--- src/rtl/uswc_pkg.sv ---
package uswc_pkg;
  typedef enum logic {
    PWR_RUN   = 1'b0,
    PWR_SLEEP = 1'b1
  } pwr_state_t;

  localparam int SYNC_STAGES = 2;
endpackage

--- src/rtl/uswc_sync.sv ---
// Multi-flop synchronizer with one extra stage kept for change detection.
module uswc_sync #(
  parameter int   W       = 1,
  parameter int   STAGES  = 2,
  parameter logic RST_VAL = 1'b0
) (
  input  logic         clk,
  input  logic         rst,
  input  logic [W-1:0] d,
  output logic [W-1:0] q,
  output logic [W-1:0] q_prev
);
  logic [W-1:0] pipe [STAGES+1];

  always_ff @(posedge clk) begin
    if (rst) begin
      for (int i = 0; i <= STAGES; i++) pipe[i] <= {W{RST_VAL}};
    end else begin
      pipe[0] <= d;
      for (int i = 1; i <= STAGES; i++) pipe[i] <= pipe[i-1];
    end
  end

  assign q      = pipe[STAGES-1];
  assign q_prev = pipe[STAGES];
endmodule

--- src/rtl/uswc_sleep_fsm.sv ---
// Two-cycle qualified sleep state and idle acknowledge.
module uswc_sleep_fsm
  import uswc_pkg::*;
(
  input  logic clk,
  input  logic rst,
  input  logic allow,
  input  logic quiet,
  input  logic idle_req,
  output logic asleep,
  output logic idle_ack
);
  pwr_state_t state;
  logic       cond;
  logic       cond_q;
  logic       enter;

  assign cond  = allow & quiet;
  assign enter = cond & cond_q;

  always_ff @(posedge clk) begin
    if (rst) begin
      cond_q   <= 1'b0;
      state    <= PWR_RUN;
      idle_ack <= 1'b0;
    end else begin
      cond_q   <= cond;
      state    <= enter ? PWR_SLEEP : PWR_RUN;
      idle_ack <= idle_req & enter;
    end
  end

  assign asleep = (state == PWR_SLEEP);

  // acknowledge only while stopped and requested
  assert_ack_only_asleep_R8: assert property (@(posedge clk) disable iff (rst)
    idle_ack |-> (asleep && $past(idle_req)));

  // sleep state is left as soon as the condition breaks
  assert_leave_on_break_R2: assert property (@(posedge clk) disable iff (rst)
    (asleep && !cond) |=> !asleep);
endmodule

--- src/rtl/uswc_wake_flags.sv ---
// Sticky wake status, system wake request and gated normal interrupt.
module uswc_wake_flags (
  input  logic clk,
  input  logic rst,
  input  logic asleep,
  input  logic wake_evt,
  input  logic wake_irq_en,
  input  logic idle_req,
  input  logic idle_ack,
  input  logic any_unmasked,
  output logic wake_sts,
  output logic wake_req,
  output logic irq_out
);
  always_ff @(posedge clk) begin
    if (rst) begin
      wake_sts <= 1'b0;
      wake_req <= 1'b0;
      irq_out  <= 1'b0;
    end else begin
      wake_sts <= wake_irq_en & (wake_sts | (asleep & wake_evt));
      wake_req <= idle_req & (wake_req | (idle_ack & (wake_evt | any_unmasked)));
      irq_out  <= any_unmasked & ~idle_ack & ~wake_req;
    end
  end

  // a disabled enable clears the status on the next edge
  assert_clear_by_enable_R7: assert property (@(posedge clk) disable iff (rst)
    !wake_irq_en |=> !wake_sts);

  // the status holds while its enable stays set
  assert_status_sticky_R7: assert property (@(posedge clk) disable iff (rst)
    (wake_sts && wake_irq_en) |=> wake_sts);

  // status only rises after a wake from sleep
  assert_status_cause_R6: assert property (@(posedge clk) disable iff (rst)
    $rose(wake_sts) |-> $past(asleep && wake_evt && wake_irq_en));

  // normal interrupt silent while a wake request stands
  assert_irq_silent_R9: assert property (@(posedge clk) disable iff (rst)
    wake_req |-> !irq_out);
endmodule

--- src/rtl/uart_sleep_wake_ctrl.sv ---
module uart_sleep_wake_ctrl #(
  parameter int N_MODEM = 4,
  parameter int N_IRQ   = 8,
  parameter int THR_IDX = 1
) (
  input  logic               clk,
  input  logic               rst,
  input  logic               sleep_en,
  input  logic               rx_in,
  input  logic [N_MODEM-1:0] modem_in,
  input  logic               tx_fifo_empty,
  input  logic               tx_shift_empty,
  input  logic               rx_fifo_empty,
  input  logic [N_IRQ-1:0]   irq_pending,
  input  logic [N_IRQ-1:0]   irq_mask,
  input  logic               tx_fifo_wr,
  input  logic               tx_wake_en,
  input  logic               thr_irq,
  input  logic               tx_dma_req,
  input  logic               tx_status_evt,
  input  logic               wake_irq_en,
  input  logic               idle_req,
  output logic               clk_en,
  output logic               rx_sync,
  output logic               wake_sts,
  output logic               wake_irq,
  output logic               idle_ack,
  output logic               wake_req,
  output logic               irq_out
);
  import uswc_pkg::*;

  localparam logic [N_IRQ-1:0] THR_ONEHOT = {{(N_IRQ-1){1'b0}}, 1'b1} << THR_IDX;

  logic               rx_s, rx_d;
  logic [N_MODEM-1:0] modem_s, modem_d;
  logic               rx_edge, modem_chg, tx_evt;
  logic               wake_evt, quiet, allow, asleep, any_unmasked;

  uswc_sync #(.W(1), .STAGES(SYNC_STAGES), .RST_VAL(1'b1)) u_rx_sync (
    .clk(clk), .rst(rst), .d(rx_in), .q(rx_s), .q_prev(rx_d)
  );

  uswc_sync #(.W(N_MODEM), .STAGES(SYNC_STAGES), .RST_VAL(1'b0)) u_modem_sync (
    .clk(clk), .rst(rst), .d(modem_in), .q(modem_s), .q_prev(modem_d)
  );

  assign rx_edge      = rx_s ^ rx_d;
  assign modem_chg    = |(modem_s ^ modem_d);
  assign tx_evt       = tx_wake_en & (thr_irq | tx_dma_req | tx_status_evt);
  assign wake_evt     = rx_edge | modem_chg | tx_fifo_wr | tx_evt;
  assign any_unmasked = |(irq_pending & irq_mask);

  assign quiet = rx_s & ~wake_evt & tx_fifo_empty & tx_shift_empty & rx_fifo_empty
               & ~|(irq_pending & ~THR_ONEHOT);
  assign allow = sleep_en | (idle_req & ~wake_req);

  uswc_sleep_fsm u_fsm (
    .clk(clk), .rst(rst), .allow(allow), .quiet(quiet), .idle_req(idle_req),
    .asleep(asleep), .idle_ack(idle_ack)
  );

  uswc_wake_flags u_flags (
    .clk(clk), .rst(rst), .asleep(asleep), .wake_evt(wake_evt),
    .wake_irq_en(wake_irq_en), .idle_req(idle_req), .idle_ack(idle_ack),
    .any_unmasked(any_unmasked), .wake_sts(wake_sts), .wake_req(wake_req),
    .irq_out(irq_out)
  );

  assign clk_en   = ~asleep;
  assign rx_sync  = rx_d;
  assign wake_irq = wake_sts;

  // the enable falls only after two quiet cycles
  assert_two_cycle_entry_R2: assert property (@(posedge clk) disable iff (rst)
    $fell(clk_en) |-> ($past(quiet, 1) && $past(quiet, 2)));

  // a queue write restores the clock on the next edge
  assert_write_wakes_R4: assert property (@(posedge clk) disable iff (rst)
    (!clk_en && tx_fifo_wr) |=> clk_en);

  // a synchronized receive edge restores the clock on the next edge
  assert_rx_edge_wakes_R3: assert property (@(posedge clk) disable iff (rst)
    (!clk_en && rx_edge) |=> clk_en);

  // enabled transmit events restore the clock
  assert_tx_event_wakes_R5: assert property (@(posedge clk) disable iff (rst)
    (!clk_en && tx_wake_en && (thr_irq || tx_dma_req || tx_status_evt)) |=> clk_en);

  // acknowledge implies stopped clocks
  assert_ack_clock_off_R8: assert property (@(posedge clk) disable iff (rst)
    idle_ack |-> !clk_en);
endmodule

--- config.mk ---
export PLATFORM = sky130hd
export DESIGN_NAME = uart_sleep_wake_ctrl
export DESIGN_NICKNAME = d
export VERILOG_FILES = /design/src/rtl/uswc_pkg.sv /design/src/rtl/uswc_sync.sv /design/src/rtl/uswc_sleep_fsm.sv /design/src/rtl/uswc_wake_flags.sv /design/src/rtl/uart_sleep_wake_ctrl.sv
export SDC_FILE = /design/constraint.sdc
export NUM_CORES = 1
export LEC_CHECK = 0
export ABC_AREA = 1
export BUFFER_PORTS_ARGS = -buffer_cell sky130_fd_sc_hd__buf_2
export CORE_MARGIN = 2
export CORE_UTILIZATION = 44
export DETAILED_ROUTE_END_ITERATION = 8
export PLACE_DENSITY = 0.76
export SYNTH_ARGS = -nofsm -noshare
export SYNTH_HDL_FRONTEND = slang
export SYNTH_SLANG_ARGS = --single-unit
--- constraint.sdc ---
create_clock -name clk -period 1.2 [get_ports clk]
set_input_delay 0.06 -clock clk [delete_from_list [all_inputs] [get_ports clk]]
set_output_delay 0.06 -clock clk [all_outputs]
set_load 0.01 [all_outputs]
==> results.sh <==
export IMPL_ys_ff_latch=21
export IMPL_netlist_top_cells_count="nand2_1, inv_1, nor2_1"
export IMPL_synth_area_per_cell_um2=6.75
export IMPL_h_tree_depth=1
export IMPL_setup_ws_ps=109
export IMPL_drc=0
export IMPL_grt_pass1_vias=861
export IMPL_cpLargestDelayFamily="simple AND/OR/NAND/NOR gates"
export IMPL_slew_headroom_pct=81.9
export IMPL_grt_pass1_wl_um=3160
export IMPL_yosysWarnings=0
export IMPL_drt_wl_total_um=1750
export IMPL_drt_iter0_markers=3
export IMPL_fin_skew_ps=9.47
export IMPL_tightest_slew_ps=271
export IMPL_yosysMostFrequentCell="nand2_1"
export IMPL_die_area_mm2=0.00239
export IMPL_power_density_mw_per_mm2=1030
export IMPL_crit_type="reg2reg"
export IMPL_timing_fmax_ghz=0.917
export IMPL_grt_max_degree=18
export IMPL_insertion_delay_ps=310
export IMPL_vias=866
export IMPL_n_antenna_cell=0
export IMPL_postRouteAntennaNets=0
export IMPL_pin_count=41
export IMPL_dpl_hpwl_um=1350
export IMPL_grt_setup_unrepaired="no"
export IMPL_clock_path_buffers=2
export IMPL_ys_flop_type="dfxtp_1"
export IMPL_finalCriticalPeriod_ps=1090
export IMPL_grt_antenna_before_repair=0
export IMPL_syn_num_nets=165
export IMPL_post_drt_wl_per_cell_um=8.50
export IMPL_cts_clk_slew_worst_paths_ps=120
export IMPL_netlist_area_um2=885
export IMPL_period_share_pct=90.9
export IMPL_cts_tree="yes"
export IMPL_post_cts_buffers=0
export IMPL_vias_per_cell=4.20
export IMPL_row_count=16
export IMPL_power_leakage_nw=0.662
export IMPL_arrival_ps=1350
export IMPL_crit_chain="inv_1 -> nand2_1 -> nand2_1 -> nor2_1 -> nand2_1 -> nor2_4 -> nand3_2 -> nor2_2"
export IMPL_crit_top_cell="nand2_1"
export IMPL_worstHoldPathType="in2reg"
export IMPL_overflow=0
export IMPL_yosysTopAreaCell="dfxtp_1"
export IMPL_maxCapViolCount=0
export IMPL_layout_drive_gt1_share_pct=30.7
export IMPL_die_h_um=48.8
export IMPL_cts_sinks=21
export IMPL_fin_nets=214
export IMPL_placed_cells=195
export IMPL_cp_slowest_cell="dfxtp_2"
export IMPL_critical_path_max_stage_delay_ps=360
export IMPL_fillers=182
export IMPL_fin_util_pct=62.8
export IMPL_ys_seq_area_share_pct=47.5
export IMPL_max_vdd_ir_drop_mv=0.761
export IMPL_portBuffers=40
export IMPL_yosys_top_cells_area="dfxtp_1, nand2_1, inv_1, nor2_1, a21oi_1"
export IMPL_ys_types=20
export IMPL_end_kind="flop"
export IMPL_finalNonFillerCells=206
export IMPL_crit_required_ps=1460
export IMPL_cts_root_buf="clkbuf_4"
export IMPL_ys_async_sr_fraction_pct=0
export IMPL_critPathLaunchType="flop"
export IMPL_place_area_mm2=0.00110
export IMPL_crit_path_max_fanout=3
export IMPL_drv_slew=0
export IMPL_final_area_mm2=0.00121
export IMPL_cts_buffers=3
export IMPL_yosys_area_top_type_share_pct=47.5
export IMPL_synth_edf_count=0
export IMPL_core_area_mm2=0.00192
export IMPL_setup_viol=0
export IMPL_synth_cells=131
export IMPL_grt_usage_pct=16.5
export IMPL_preCtsSetupSlack_ps=97.6
export IMPL_hold_violations=0
export IMPL_drtPass1Iterations=4
export IMPL_cp_num_buf_inv=1
export IMPL_tns_ps=0
export IMPL_die_w_um=48.8
export IMPL_initial_utilization_pct=46.0
export IMPL_status="completed"
export IMPL_gp_congestion=0.763
export IMPL_syn_to_final_growth_pct=36.5
cell usage in the layout, fill, tap and decap left out, types with 2 or more instances in the layout:
master,n
a21oi_1,3
dfxtp_2,2
buf_2,40
nand3_1,3
clkbuf_4,3
nor2_1,26
dlygate4sd3_1,7
or2_2,2
dfxtp_1,19
inv_2,2
nand2_1,35
inv_1,26
sequential cells by signal (all words and copies together) (netlist names):
register,flops
u_fsm.idle_ack,1
u_modem_sync.pipe,12
u_flags.irq_out,1
u_rx_sync.pipe,3
u_flags.wake_sts,1
u_fsm.cond_q,1
u_fsm.asleep,1
u_flags.wake_req,1
routing by layer:
layer	vias to the layer above	GRT usage [%]	wire [um]
met5	-	0	0
met4	0	6.67	21
met3	2	3.07	69
met2	19	31.7	914
met1	375	17.5	746
li1	470	-	-
per-stage QoR:
step	power, mW	hold slack, ps
4_1_cts	1.25	80.7
5_1_grt	1.31	84.7
3_5_place_dp	0.896	244
3_3_place_gp	0.890	241
2_1_floorplan	0.825	164
6_report	1.24	83.9
kinds of logic after synthesis:
kind of cell / after synthesis / share of synthesized area [%]
flip-flops: 21 / 47.5
AND/OR/NAND/NOR: 74 / 35.6
AO/OA/AOI/OAI: 5 / 3.11
buffers and inverters: 31 / 13.7
layout make-up:
cell class / instances / area, um2 / share of cell area [%]
sequential: 21 / 423 / 35.0
clock inverter: 1 / 5.00 / 0.415
timing repair buffer: 47 / 270 / 22.4
inverter: 28 / 105 / 8.70
tap: 27 / 33.8 / 2.80
clock buffer: 3 / 22.5 / 1.87
multi-input combinational: 79 / 348 / 28.8
final timing paths:
path | startpoint | endpoint | slack, ps | depth (start not counted)
worst max register to register | u_rx_sync.pipe[0][2] | u_fsm.idle_ack | 110 | 8
worst max-delay path | u_rx_sync.pipe[0][2] | u_fsm.idle_ack | 110 | 8
worst min register to register | u_modem_sync.pipe[0][3] | u_modem_sync.pipe[0][7] | 410 | 2
worst min-delay path | rst | u_modem_sync.pipe[0][10] | 80 | 2
power breakdown:
part / switching [mW] / internal [mW]
Combinational: 0.0816 / 0.0907
Sequential: 0.00921 / 0.720
Clock: 0.218 / 0.125
timing repair:
item	in CTS	in global routing
hold endpoints to repair	8	0
gates resized for setup	0	3
endpoints found under the setup margin	0	2
hold buffers	7	0
Note: power is estimated with default switching activity, not from simulation.
